==> src/rtl/txr_pkg.sv <==
package txr_pkg;
   localparam int WORD_W     = 32;
   localparam int WORD_BYTES = WORD_W / 8;
   localparam int LEN_W      = 16;
   localparam int PMAP_W     = 5;
   localparam int CSUM_W     = 3;

   // control word bit positions (software and hardware both decode these)
   localparam int CTL_CSUM_LSB = 16;
   localparam int CTL_IRQ      = 27;
   localparam int CTL_LAST     = 28;
   localparam int CTL_EOR      = 30;
   localparam int CTL_OWN      = 31;
   // port/tag word
   localparam int TAG_PMAP_LSB = 17;

   // byte offsets of the words inside a slot
   localparam int OFS_BUF = 0;
   localparam int OFS_CTL = 4;
   localparam int OFS_TAG = 8;

   typedef enum logic [3:0] {
      S_IDLE,
      S_RD_CTL,
      S_WT_CTL,
      S_GAP,
      S_RD_BUF,
      S_WT_BUF,
      S_RD_TAG,
      S_WT_TAG,
      S_RD_DAT,
      S_WT_DAT,
      S_SEND,
      S_WB
   } txr_state_e;
endpackage

==> src/rtl/txr_ring_ptr.sv <==
module txr_ring_ptr #(
   parameter int ADDR_W     = 32,
   parameter int DESC_BYTES = 32
) (
   input  logic              clk,
   input  logic              rst_n,
   input  logic [ADDR_W-1:0] base,
   input  logic              load,
   input  logic              advance,
   input  logic              wrap,
   output logic [ADDR_W-1:0] cur
);
   localparam logic [ADDR_W-1:0] STEP  = ADDR_W'(DESC_BYTES);
   localparam logic [ADDR_W-1:0] ALIGN = ~(STEP - ADDR_W'(1));

   logic [ADDR_W-1:0] cur_q;
   logic [ADDR_W-1:0] base_al;

   assign base_al = base & ALIGN;

   always_ff @(posedge clk or negedge rst_n) begin
      if (!rst_n) begin
         cur_q <= '0;
      end else if (load) begin
         cur_q <= base_al;
      end else if (advance) begin
         cur_q <= wrap ? base_al : (cur_q + STEP);
      end
   end

   assign cur = cur_q;
endmodule

==> src/rtl/txr_gap_timer.sv <==
module txr_gap_timer #(
   parameter int GAP = 8
) (
   input  logic clk,
   input  logic rst_n,
   input  logic run,
   output logic done
);
   localparam int GAP_M1 = (GAP <= 1) ? 0 : GAP - 1;
   localparam int CNT_W  = (GAP_M1 < 1) ? 1 : $clog2(GAP_M1 + 1);
   localparam logic [CNT_W-1:0] LAST = CNT_W'(GAP_M1);

   logic [CNT_W-1:0] cnt_q;

   always_ff @(posedge clk or negedge rst_n) begin
      if (!rst_n) begin
         cnt_q <= '0;
      end else if (!run || done) begin
         cnt_q <= '0;
      end else begin
         cnt_q <= cnt_q + CNT_W'(1);
      end
   end

   assign done = run && (cnt_q == LAST);
endmodule

==> src/rtl/txr_byte_lane.sv <==
module txr_byte_lane #(
   parameter int WORD_BYTES = 4,
   localparam int SEL_W = (WORD_BYTES < 2) ? 1 : $clog2(WORD_BYTES)
) (
   input  logic                    clk,
   input  logic                    rst_n,
   input  logic                    load,
   input  logic [8*WORD_BYTES-1:0] din,
   input  logic [SEL_W-1:0]        sel,
   output logic [7:0]              dout
);
   logic [8*WORD_BYTES-1:0] word_q;
   logic [7:0]              lanes [WORD_BYTES];

   always_ff @(posedge clk or negedge rst_n) begin
      if (!rst_n) begin
         word_q <= '0;
      end else if (load) begin
         word_q <= din;
      end
   end

   // little-endian lane split: lane g holds the byte at address offset g
   for (genvar g = 0; g < WORD_BYTES; g++) begin : g_lane
      assign lanes[g] = word_q[8*g +: 8];
   end

   assign dout = lanes[sel];
endmodule

==> src/rtl/txr_dma.sv <==
module txr_dma
   import txr_pkg::*;
#(
   parameter int ADDR_W     = 32,
   parameter int DESC_BYTES = 32,
   parameter int IDLE_GAP   = 8
) (
   input  logic              clk,
   input  logic              rst_n,
   input  logic [ADDR_W-1:0] ring_base,
   input  logic              ptr_load,
   input  logic              poll_en,
   input  logic              suspend,
   output logic              mem_rd_en,
   output logic              mem_wr_en,
   output logic [ADDR_W-1:0] mem_addr,
   output logic [31:0]       mem_wdata,
   input  logic [31:0]       mem_rdata,
   output logic              out_valid,
   input  logic              out_ready,
   output logic [7:0]        out_data,
   output logic              out_last,
   output logic [4:0]        out_portmap,
   output logic [2:0]        out_csum,
   output logic              irq
);
   localparam int SEL_W = $clog2(WORD_BYTES);
   localparam logic [ADDR_W-1:0] A_CTL = ADDR_W'(OFS_CTL);
   localparam logic [ADDR_W-1:0] A_BUF = ADDR_W'(OFS_BUF);
   localparam logic [ADDR_W-1:0] A_TAG = ADDR_W'(OFS_TAG);
   localparam logic [LEN_W-1:0]  ONE   = LEN_W'(1);

   // elaboration-time parameter checks
   if (DESC_BYTES < 16 || (DESC_BYTES & (DESC_BYTES - 1)) != 0) begin : g_bad_desc
      $error("DESC_BYTES must be a power of two of at least 16");
   end
   if (ADDR_W < 8 || ADDR_W > WORD_W) begin : g_bad_addr
      $error("ADDR_W must lie between 8 and 32");
   end
   if (IDLE_GAP < 0) begin : g_bad_gap
      $error("IDLE_GAP must not be negative");
   end

   txr_state_e        st_q, st_nxt;
   logic [WORD_W-1:0] ctl_q;
   logic [ADDR_W-1:0] bufp_q;
   logic [PMAP_W-1:0] pmap_q;
   logic [LEN_W-1:0]  remain_q;
   logic              irq_q;
   logic [ADDR_W-1:0] cur;
   logic              fire;
   logic              at_boundary;
   logic              gap_done;
   logic              lane_end;

   assign at_boundary = (st_q == S_IDLE) || (st_q == S_GAP);
   assign fire        = out_valid && out_ready;
   assign lane_end    = &bufp_q[SEL_W-1:0];

   txr_ring_ptr #(
      .ADDR_W     (ADDR_W),
      .DESC_BYTES (DESC_BYTES)
   ) u_ptr (
      .clk     (clk),
      .rst_n   (rst_n),
      .base    (ring_base),
      .load    (ptr_load && at_boundary),
      .advance (st_q == S_WB),
      .wrap    (ctl_q[CTL_EOR]),
      .cur     (cur)
   );

   txr_gap_timer #(
      .GAP (IDLE_GAP)
   ) u_gap (
      .clk   (clk),
      .rst_n (rst_n),
      .run   (st_q == S_GAP),
      .done  (gap_done)
   );

   txr_byte_lane #(
      .WORD_BYTES (WORD_BYTES)
   ) u_lane (
      .clk   (clk),
      .rst_n (rst_n),
      .load  (st_q == S_WT_DAT),
      .din   (mem_rdata),
      .sel   (bufp_q[SEL_W-1:0]),
      .dout  (out_data)
   );

   // memory port requests, one per state
   always_comb begin
      mem_rd_en = 1'b0;
      mem_wr_en = 1'b0;
      mem_addr  = cur;
      mem_wdata = {1'b1, ctl_q[CTL_OWN-1:0]};
      unique case (st_q)
         S_RD_CTL: begin
            mem_rd_en = 1'b1;
            mem_addr  = cur + A_CTL;
         end
         S_RD_BUF: begin
            mem_rd_en = 1'b1;
            mem_addr  = cur + A_BUF;
         end
         S_RD_TAG: begin
            mem_rd_en = 1'b1;
            mem_addr  = cur + A_TAG;
         end
         S_RD_DAT: begin
            mem_rd_en = 1'b1;
            mem_addr  = {bufp_q[ADDR_W-1:SEL_W], {SEL_W{1'b0}}};
         end
         S_WB: begin
            mem_wr_en = 1'b1;
            mem_addr  = cur + A_CTL;
         end
         default: ;
      endcase
   end

   always_comb begin
      st_nxt = st_q;
      unique case (st_q)
         S_IDLE:   if (poll_en && !suspend) st_nxt = S_RD_CTL;
         S_RD_CTL: st_nxt = S_WT_CTL;
         S_WT_CTL: st_nxt = mem_rdata[CTL_OWN] ? S_GAP : S_RD_BUF;
         S_GAP:    if (gap_done) st_nxt = S_IDLE;
         S_RD_BUF: st_nxt = S_WT_BUF;
         S_WT_BUF: st_nxt = S_RD_TAG;
         S_RD_TAG: st_nxt = S_WT_TAG;
         S_WT_TAG: st_nxt = (ctl_q[LEN_W-1:0] == '0) ? S_WB : S_RD_DAT;
         S_RD_DAT: st_nxt = S_WT_DAT;
         S_WT_DAT: st_nxt = S_SEND;
         S_SEND: begin
            if (fire) begin
               if (remain_q == ONE) st_nxt = S_WB;
               else if (lane_end)   st_nxt = S_RD_DAT;
            end
         end
         S_WB:     st_nxt = S_IDLE;
         default:  st_nxt = S_IDLE;
      endcase
   end

   always_ff @(posedge clk or negedge rst_n) begin
      if (!rst_n) begin
         st_q     <= S_IDLE;
         ctl_q    <= '0;
         bufp_q   <= '0;
         pmap_q   <= '0;
         remain_q <= '0;
         irq_q    <= 1'b0;
      end else begin
         st_q  <= st_nxt;
         irq_q <= (st_q == S_WB) && ctl_q[CTL_IRQ];
         if (st_q == S_WT_CTL && !mem_rdata[CTL_OWN]) ctl_q <= mem_rdata;
         if (st_q == S_WT_BUF) bufp_q <= ADDR_W'(mem_rdata);
         if (st_q == S_WT_TAG) remain_q <= ctl_q[LEN_W-1:0];
         if (st_q == S_RD_TAG) pmap_q <= '0;
         if (st_q == S_WT_BUF) pmap_q <= pmap_q;
         if (st_q == S_WT_TAG) pmap_q <= mem_rdata[TAG_PMAP_LSB +: PMAP_W];
         if (fire) begin
            bufp_q   <= bufp_q + ADDR_W'(1);
            remain_q <= remain_q - ONE;
         end
      end
   end

   assign out_valid   = (st_q == S_SEND);
   assign out_last    = out_valid && (remain_q == ONE) && ctl_q[CTL_LAST];
   assign out_portmap = pmap_q;
   assign out_csum    = ctl_q[CTL_CSUM_LSB +: CSUM_W];
   assign irq         = irq_q;
endmodule

==> config.mk <==
export PLATFORM = sky130hd
export DESIGN_NAME = txr_dma
export DESIGN_NICKNAME = d
export VERILOG_FILES = /design/src/rtl/txr_pkg.sv /design/src/rtl/txr_ring_ptr.sv /design/src/rtl/txr_gap_timer.sv /design/src/rtl/txr_byte_lane.sv /design/src/rtl/txr_dma.sv
export SDC_FILE = /design/constraint.sdc
export NUM_CORES = 1
export LEC_CHECK = 0
export CAP_MARGIN = 10
export CORE_ASPECT_RATIO = 0.8
export CORE_MARGIN = 2
export CORE_UTILIZATION = 55
export CTS_BUF_LIST = sky130_fd_sc_hd__clkbuf_16
export DETAILED_ROUTE_END_ITERATION = 7
export HOLD_SLACK_MARGIN = 0.06
export PLACE_DENSITY = 0.82
export SLEW_MARGIN = 20
export SYNTH_ARGS = -nofsm -noshare
export SYNTH_HDL_FRONTEND = slang
export SYNTH_HIERARCHICAL = 1
export SYNTH_SLANG_ARGS = --single-unit
==> constraint.sdc <==
create_clock -name clk -period 2.8 [get_ports clk]
set_input_delay 0.56 -clock clk [delete_from_list [all_inputs] [get_ports clk]]
set_output_delay 0.56 -clock clk [all_outputs]
set_load 0.02 [all_outputs]
### Yosys cells after proc, flatten, opt, wreduce, memory -nomap -nowiden

Cells that the tools add are included.

| storage, ports and cells | value |
|---|---|
| bits in registers | 156 |
| bits of input ports | 70 |
| output and inout bits | 85 |
| logic and storage cells | 84 |

| cells by class | value |
|---|---|
| add/sub/neg operators | 6 |
| magnitude comparators | 1 |
| equality and inequality tests | 18 |
| muxes and demuxes | 25 |
| bitwise operators | 1 |
| reduce and logical (&&, ||, !) cells | 24 |

Operator list:

| cell | number |
|---|---|
| $mux W32 | 5 |
| $pmux W32 S3 | 1 |
| $pmux W4 S11 | 1 |
| $add A32 B1 Y32 const B | 1 |
| $add A32 B3 Y32 const B | 1 |
| $add A32 B4 Y32 const B | 1 |
| $add A32 B6 Y32 const B | 1 |
| $mux W16 | 2 |
| $mux W4 | 5 |
| $bmux W8 S2 | 1 |
| $eq A16 B1 Y1 const B | 1 |
| $eq A4 B3 Y1 const B | 4 |
| $eq A4 B4 Y1 const B | 4 |
| $logic_not A16 Y1 | 1 |
| $mux W8 | 2 |
| $sub A16 B1 Y16 const B | 1 |
| $mux W5 | 3 |
| $eq A4 B2 Y1 const B | 2 |
| $logic_and A1 B1 Y1 | 8 |
| $reduce_bool A2 Y1 | 4 |
| $mux W3 | 2 |
| $ne A2 B1 Y1 const B | 3 |
| $eq A4 B1 Y1 const B | 1 |
| $logic_not A4 Y1 | 1 |
| 14 further kinds | 19 |

### Depth between registers and ports, before layout

| logic depth | value |
|---|---|
| word-level depth | 5 |
| gate-level depth with buffers | 11 |
| gate-level depth less buffers | 9 |

### Hierarchy

Netlist, hierarchy kept.

By module, submodules not included:

| module | instances | cells each | area an instance (µm²) | sequential area each (µm²) |
|---|---|---|---|---|
| txr_dma | 1 | 694 | 6104.6 | 2227.1 |
| txr_ring_ptr | 1 | 198 | 1785.5 | 675.6 |
| txr_byte_lane | 1 | 78 | 1411.4 | 800.8 |
| txr_gap_timer | 1 | 9 | 137.6 | 75.1 |

### Worst setup path before layout

OpenSTA, ideal clock, no wires.

| path | value |
|---|---|
| path type | reg2out |
| from | register st_q[3] |
| to | output port mem_addr[13] |
| arrival time | 1.918 ns |
| required time | 2.240 ns |
| path slack | 0.322 ns |
| stages on the path, launching flop included | 7 |
| buffers on the path | 2 |
| cells stage by stage | dfrtp_1 -> buf_2 -> and4bb_1 -> clkbuf_1 -> a21oi_1 -> a41o_1 -> o21ai_0 |

| between the ends | value |
|---|---|
| word-level cells in the longest chain between the ends | 3 |
| elaborated cells on any way between the ends | 6 |
| classes of those cells | 4 x eq/ne; 1 x mux; 1 x reduce/logical |

Ends and longest elaborated chain:

| what | line | text |
|---|---|---|
| start, declared | txr_dma.sv:44 | `txr_state_e st_q, st_nxt;` |
| start signal, assigned | txr_dma.sv:157 | `st_q <= st_nxt;` |
| $eq A4 B1 Y1 / $eq A4 B4 Y1 (equally long branches) | txr_dma.sv:99 | `unique case (st_q)` |
| $reduce_or A2 Y1 (no line) | -- |  |
| $pmux W32 S3 (*) | txr_dma.sv:99 |  |
| end, declared | txr_dma.sv:16 | `output logic [ADDR_W-1:0] mem_addr,` |

Mark *: on every way between the ends. The rest lies on a longest branch, timed or not.

### Worst setup path in the final report

| path | value |
|---|---|
| from | register st_q[1] |
| to | output port mem_addr[12] |

The elaborated chain is that of the path after synthesis.

==> results.toml <==
[route]
wl_per_cell_um = 24.24
routed_via_density = 6.963
via_count = 9852
dr.pass1.iters = 8
drc = 0
wl_met1_mm = 13.74
drt_iter0_drc = 1468
dr_wl_met3_mm = 4.536
wl_met2_mm = 14.92
highest_layer = "met5"
ant_nets = 0
wirelength_mm = 34.30

[power_and_ir_drop]
p_leak_nw = 5.141
p_per_area_nw_per_um2 = 1299
p_total_mw = 16.21
ir_drop_mv = 0.6316

[clock_tree]
h-tree-depth = 4
holdBufCountCts = 0
cts_tree = "yes"
clock_path_buffers = 2
cts_sinks = 151
cts_inserted_buffers = 17
cts_root_buf = "clkbuf_16"
insertion_delay_ns = 0.45
cts.clk_slew.worst_paths_ns = 0.07

[yosys]
ys_types = 99
ys_seq_elements = 151
synth_area_per_cell_um2 = 9.642
ys_async_sr_fraction = 1.000
ys_seq_area_frac = 0.4003
synth_warnings = 6
syn-instance-count = 979
synth_area_um2 = 9439
synth_edf_count = 0
synth_ff_type = "dfrtp_1"

[flow_run]
drv_cap = 0

[timing]
fin_skew_ns = 0.01161
finalWorstSetupSlack_ns = -0.06370
fin_crit_sh = 1.023
rsz0062_at_grt = "true"
tightest_slew_ns = 1.142
fmax_ghz = 0.3492
setup_violations = 7
relSlewSlack = 0.2320
post-route-min-period_ns = 2.864
finalMaxSlewViolations = 0
hold_viol = 0

[status]
status = "finished, violations left"
violations = "setup timing"

[setup_path]
crit_start = "st_q[1]$_DFFE_PN0P_"
required_ns = 2.24
crit_fanout = 6
critPathArrivalTime_ns = 2.30
critPathKind = "flop to output pin"
r2r_start = "st_q[1]$_DFFE_PN0P_"
cp-start-kind = "flop"
end_kind = "output pin"

[placement]
dp.final_hpwl_mm = 24.06
placement.io_buffers = 146
preCtsSetupSlack_ns = -0.2143
gp_congestion = 0.9894

[final_layout]
drive_gt1_frac = 0.2655
fill_cells = 1160
nets = 1259
final_util = 0.7488
area_growth_syn_to_layout_pct = 32.14

[global_routing]
grt_pass1_wl_mm = 52.18
grt_max_degree = 55
antenna_found_initial = 2
grt_overflow = 0
gr-usage-all-layers = 0.3769
grt_pass1_vias = 9253

[floorplan]
initial_utilization = 0.5666
dieArea_um2 = 18230
core_um2 = 16660
ioPinCount = 155
die_y_um = 121.2
die_width_um = 150.5
num_rows = 42

[hold_path]
min_path_type = "input port to async pin"
[critical path: stages (launching register included)]
cell and delay [ns]:
dfrtp_2 0.50, and4bb_4 0.28, a32o_2 0.26, a211o_4 0.34
a221o_1 0.34, buf_6 0.14
[logic make-up (layout without fill, tap and decap cells)]
logic type,after synthesis,in the layout,synth area share
AOI/OAI and AO/OA,259,259,0.1992
xor gates and xnor gates,8,8,0.008219
adders and majority gates,8,8,0.01060
buffers and inverters,85,296,0.05103
DFF,151,151,0.4003
muxes,74,74,0.09836
other,2,7,0.0007956
and+or+nand+nor,392,392,0.2314
[cell usage after synthesis, types with 4 or more instances]
cell type / n / area share
a211oi_1: 24 / 0.019
a21oi_1: 44 / 0.023
a221o_1: 9 / 0.0095
a22oi_1: 14 / 0.011
a311oi_1: 20 / 0.019
a31oi_1: 11 / 0.0073
a32oi_1: 4 / 0.0037
and2_1: 7 / 0.0046
and3_1: 22 / 0.015
and3_2: 4 / 0.0032
and4_1: 14 / 0.013
buf_2: 25 / 0.013
buf_4: 13 / 0.010
buf_6: 6 / 0.0072
clkbuf_1: 19 / 0.0076
clkbuf_2: 6 / 0.0032
dfrtp_1: 151 / 0.40
ha_1: 8 / 0.011
inv_1: 12 / 0.0048
mux2_2: 62 / 0.074
mux4_2: 8 / 0.019
nand2_1: 83 / 0.033
nand2b_1: 9 / 0.0060
nand3_1: 61 / 0.032
nand4_1: 26 / 0.017
nor2_1: 83 / 0.033
nor2b_1: 7 / 0.0046
nor3_1: 21 / 0.011
nor3_2: 6 / 0.0064
nor4_1: 6 / 0.0040
o211a_1: 4 / 0.0042
o211ai_1: 17 / 0.014
o21ai_0: 34 / 0.018
o221a_2: 5 / 0.0060
o22ai_1: 13 / 0.0086
o311ai_0: 10 / 0.0093
o32ai_1: 4 / 0.0037
xor2_1: 5 / 0.0046
[placed cells by master, fill, tap and decap left out, types with 9 or more instances in the layout]
cell             instances
dfrtp_1                146
clkdlybuf4s50_1        111
buf_4                   95
nand2_1                 79
nor2_1                  77
mux2_2                  62
nand3_1                 59
a21oi_1                 40
o21ai_0                 26
nand4_1                 26
a211oi_1                23
and3_1                  22
nor3_1                  20
a311oi_1                20
clkbuf_16               18
o211ai_1                17
buf_6                   15
and4_1                  14
a22oi_1                 14
o22ai_1                 13
inv_1                   12
a31oi_1                 10
a221o_1                  9
buf_2                    9
[worst paths after layout]
path	end	slack, ns	cells after the start
min reg2reg	u_gap/cnt_q[0]$_DFF_PN0_	0.47	1
max in group asynchronous	st_q[1]$_DFFE_PN0P_	1.96	2
max	mem_addr[12]	-0.06	5
min in group clk	u_gap/cnt_q[0]$_DFF_PN0_	0.47	1
max reg2reg	u_ptr/cur[16]$_DFFE_PN0P_	0.12	8
min	u_ptr/cur[26]$_DFFE_PN0P_	0.08	1
[stage by stage]
step | cells | hold WS (ns) | TNS (ns) | instance area [µm²]
CTS | 1410 | 0.09129 | -0.1470 | 12300
floorplan | 983 | 0.2644 | 0 | 9454
detailed placement | 1372 | 0.4618 | -1.716 | 11550
global placement | 1372 | 0.4430 | -1.416 | 11550
global route | 1414 | 0.1160 | -0.4945 | 12470
finish | 1415 | 0.07757 | -0.1621 | 12470
[report_power, final]
part	internal (mW)	switching, mW	total (mW)
combinational	4.24	5.10	9.33
sequential	3.19	1.23	4.42
clock	1.30	1.15	2.45
total	8.73	7.48	16.2
[state kept, by name, summed over array words and instances (netlist names)]
name and count:
bufp_q 32, ctl_q 31, irq 1, out_portmap 5, remain_q 16, st_q 4
u_gap/cnt_q 3, u_lane/word_q 32, u_ptr/cur 27
[metal layers]
metal | GRT usage | vias up
met5 | 0.02353 | -
met4 | 0.1167 | 4
met1 | 0.5515 | 4782
met3 | 0.09850 | 132
li1 | - | 4175
met2 | 0.5446 | 759
[area by class of cell]
| cell class | instances | area (µm²) | share of cell area |
|---|---|---|---|
| Multi-Input combinational cell | 747 | 5434 | 0.4357 |
| Inverter | 13 | 48.80 | 0.003912 |
| Tap cell | 220 | 275.3 | 0.02207 |
| Clock inverter | 15 | 197.7 | 0.01585 |
| Timing Repair Buffer | 251 | 2302 | 0.1846 |
| Sequential cell | 151 | 3787 | 0.3036 |
| Clock buffer | 17 | 425.4 | 0.03411 |
| Antenna cell | 1 | 2.502 | 0.0002006 |
[timing repair]
action	4_1_cts	5_1_grt
gates resized for setup	146	52
setup endpoints to repair	42	29
setup buffers	7	4
pin swaps	11	21
gates cloned	0	1
Power figures use the tool's default switching activity.
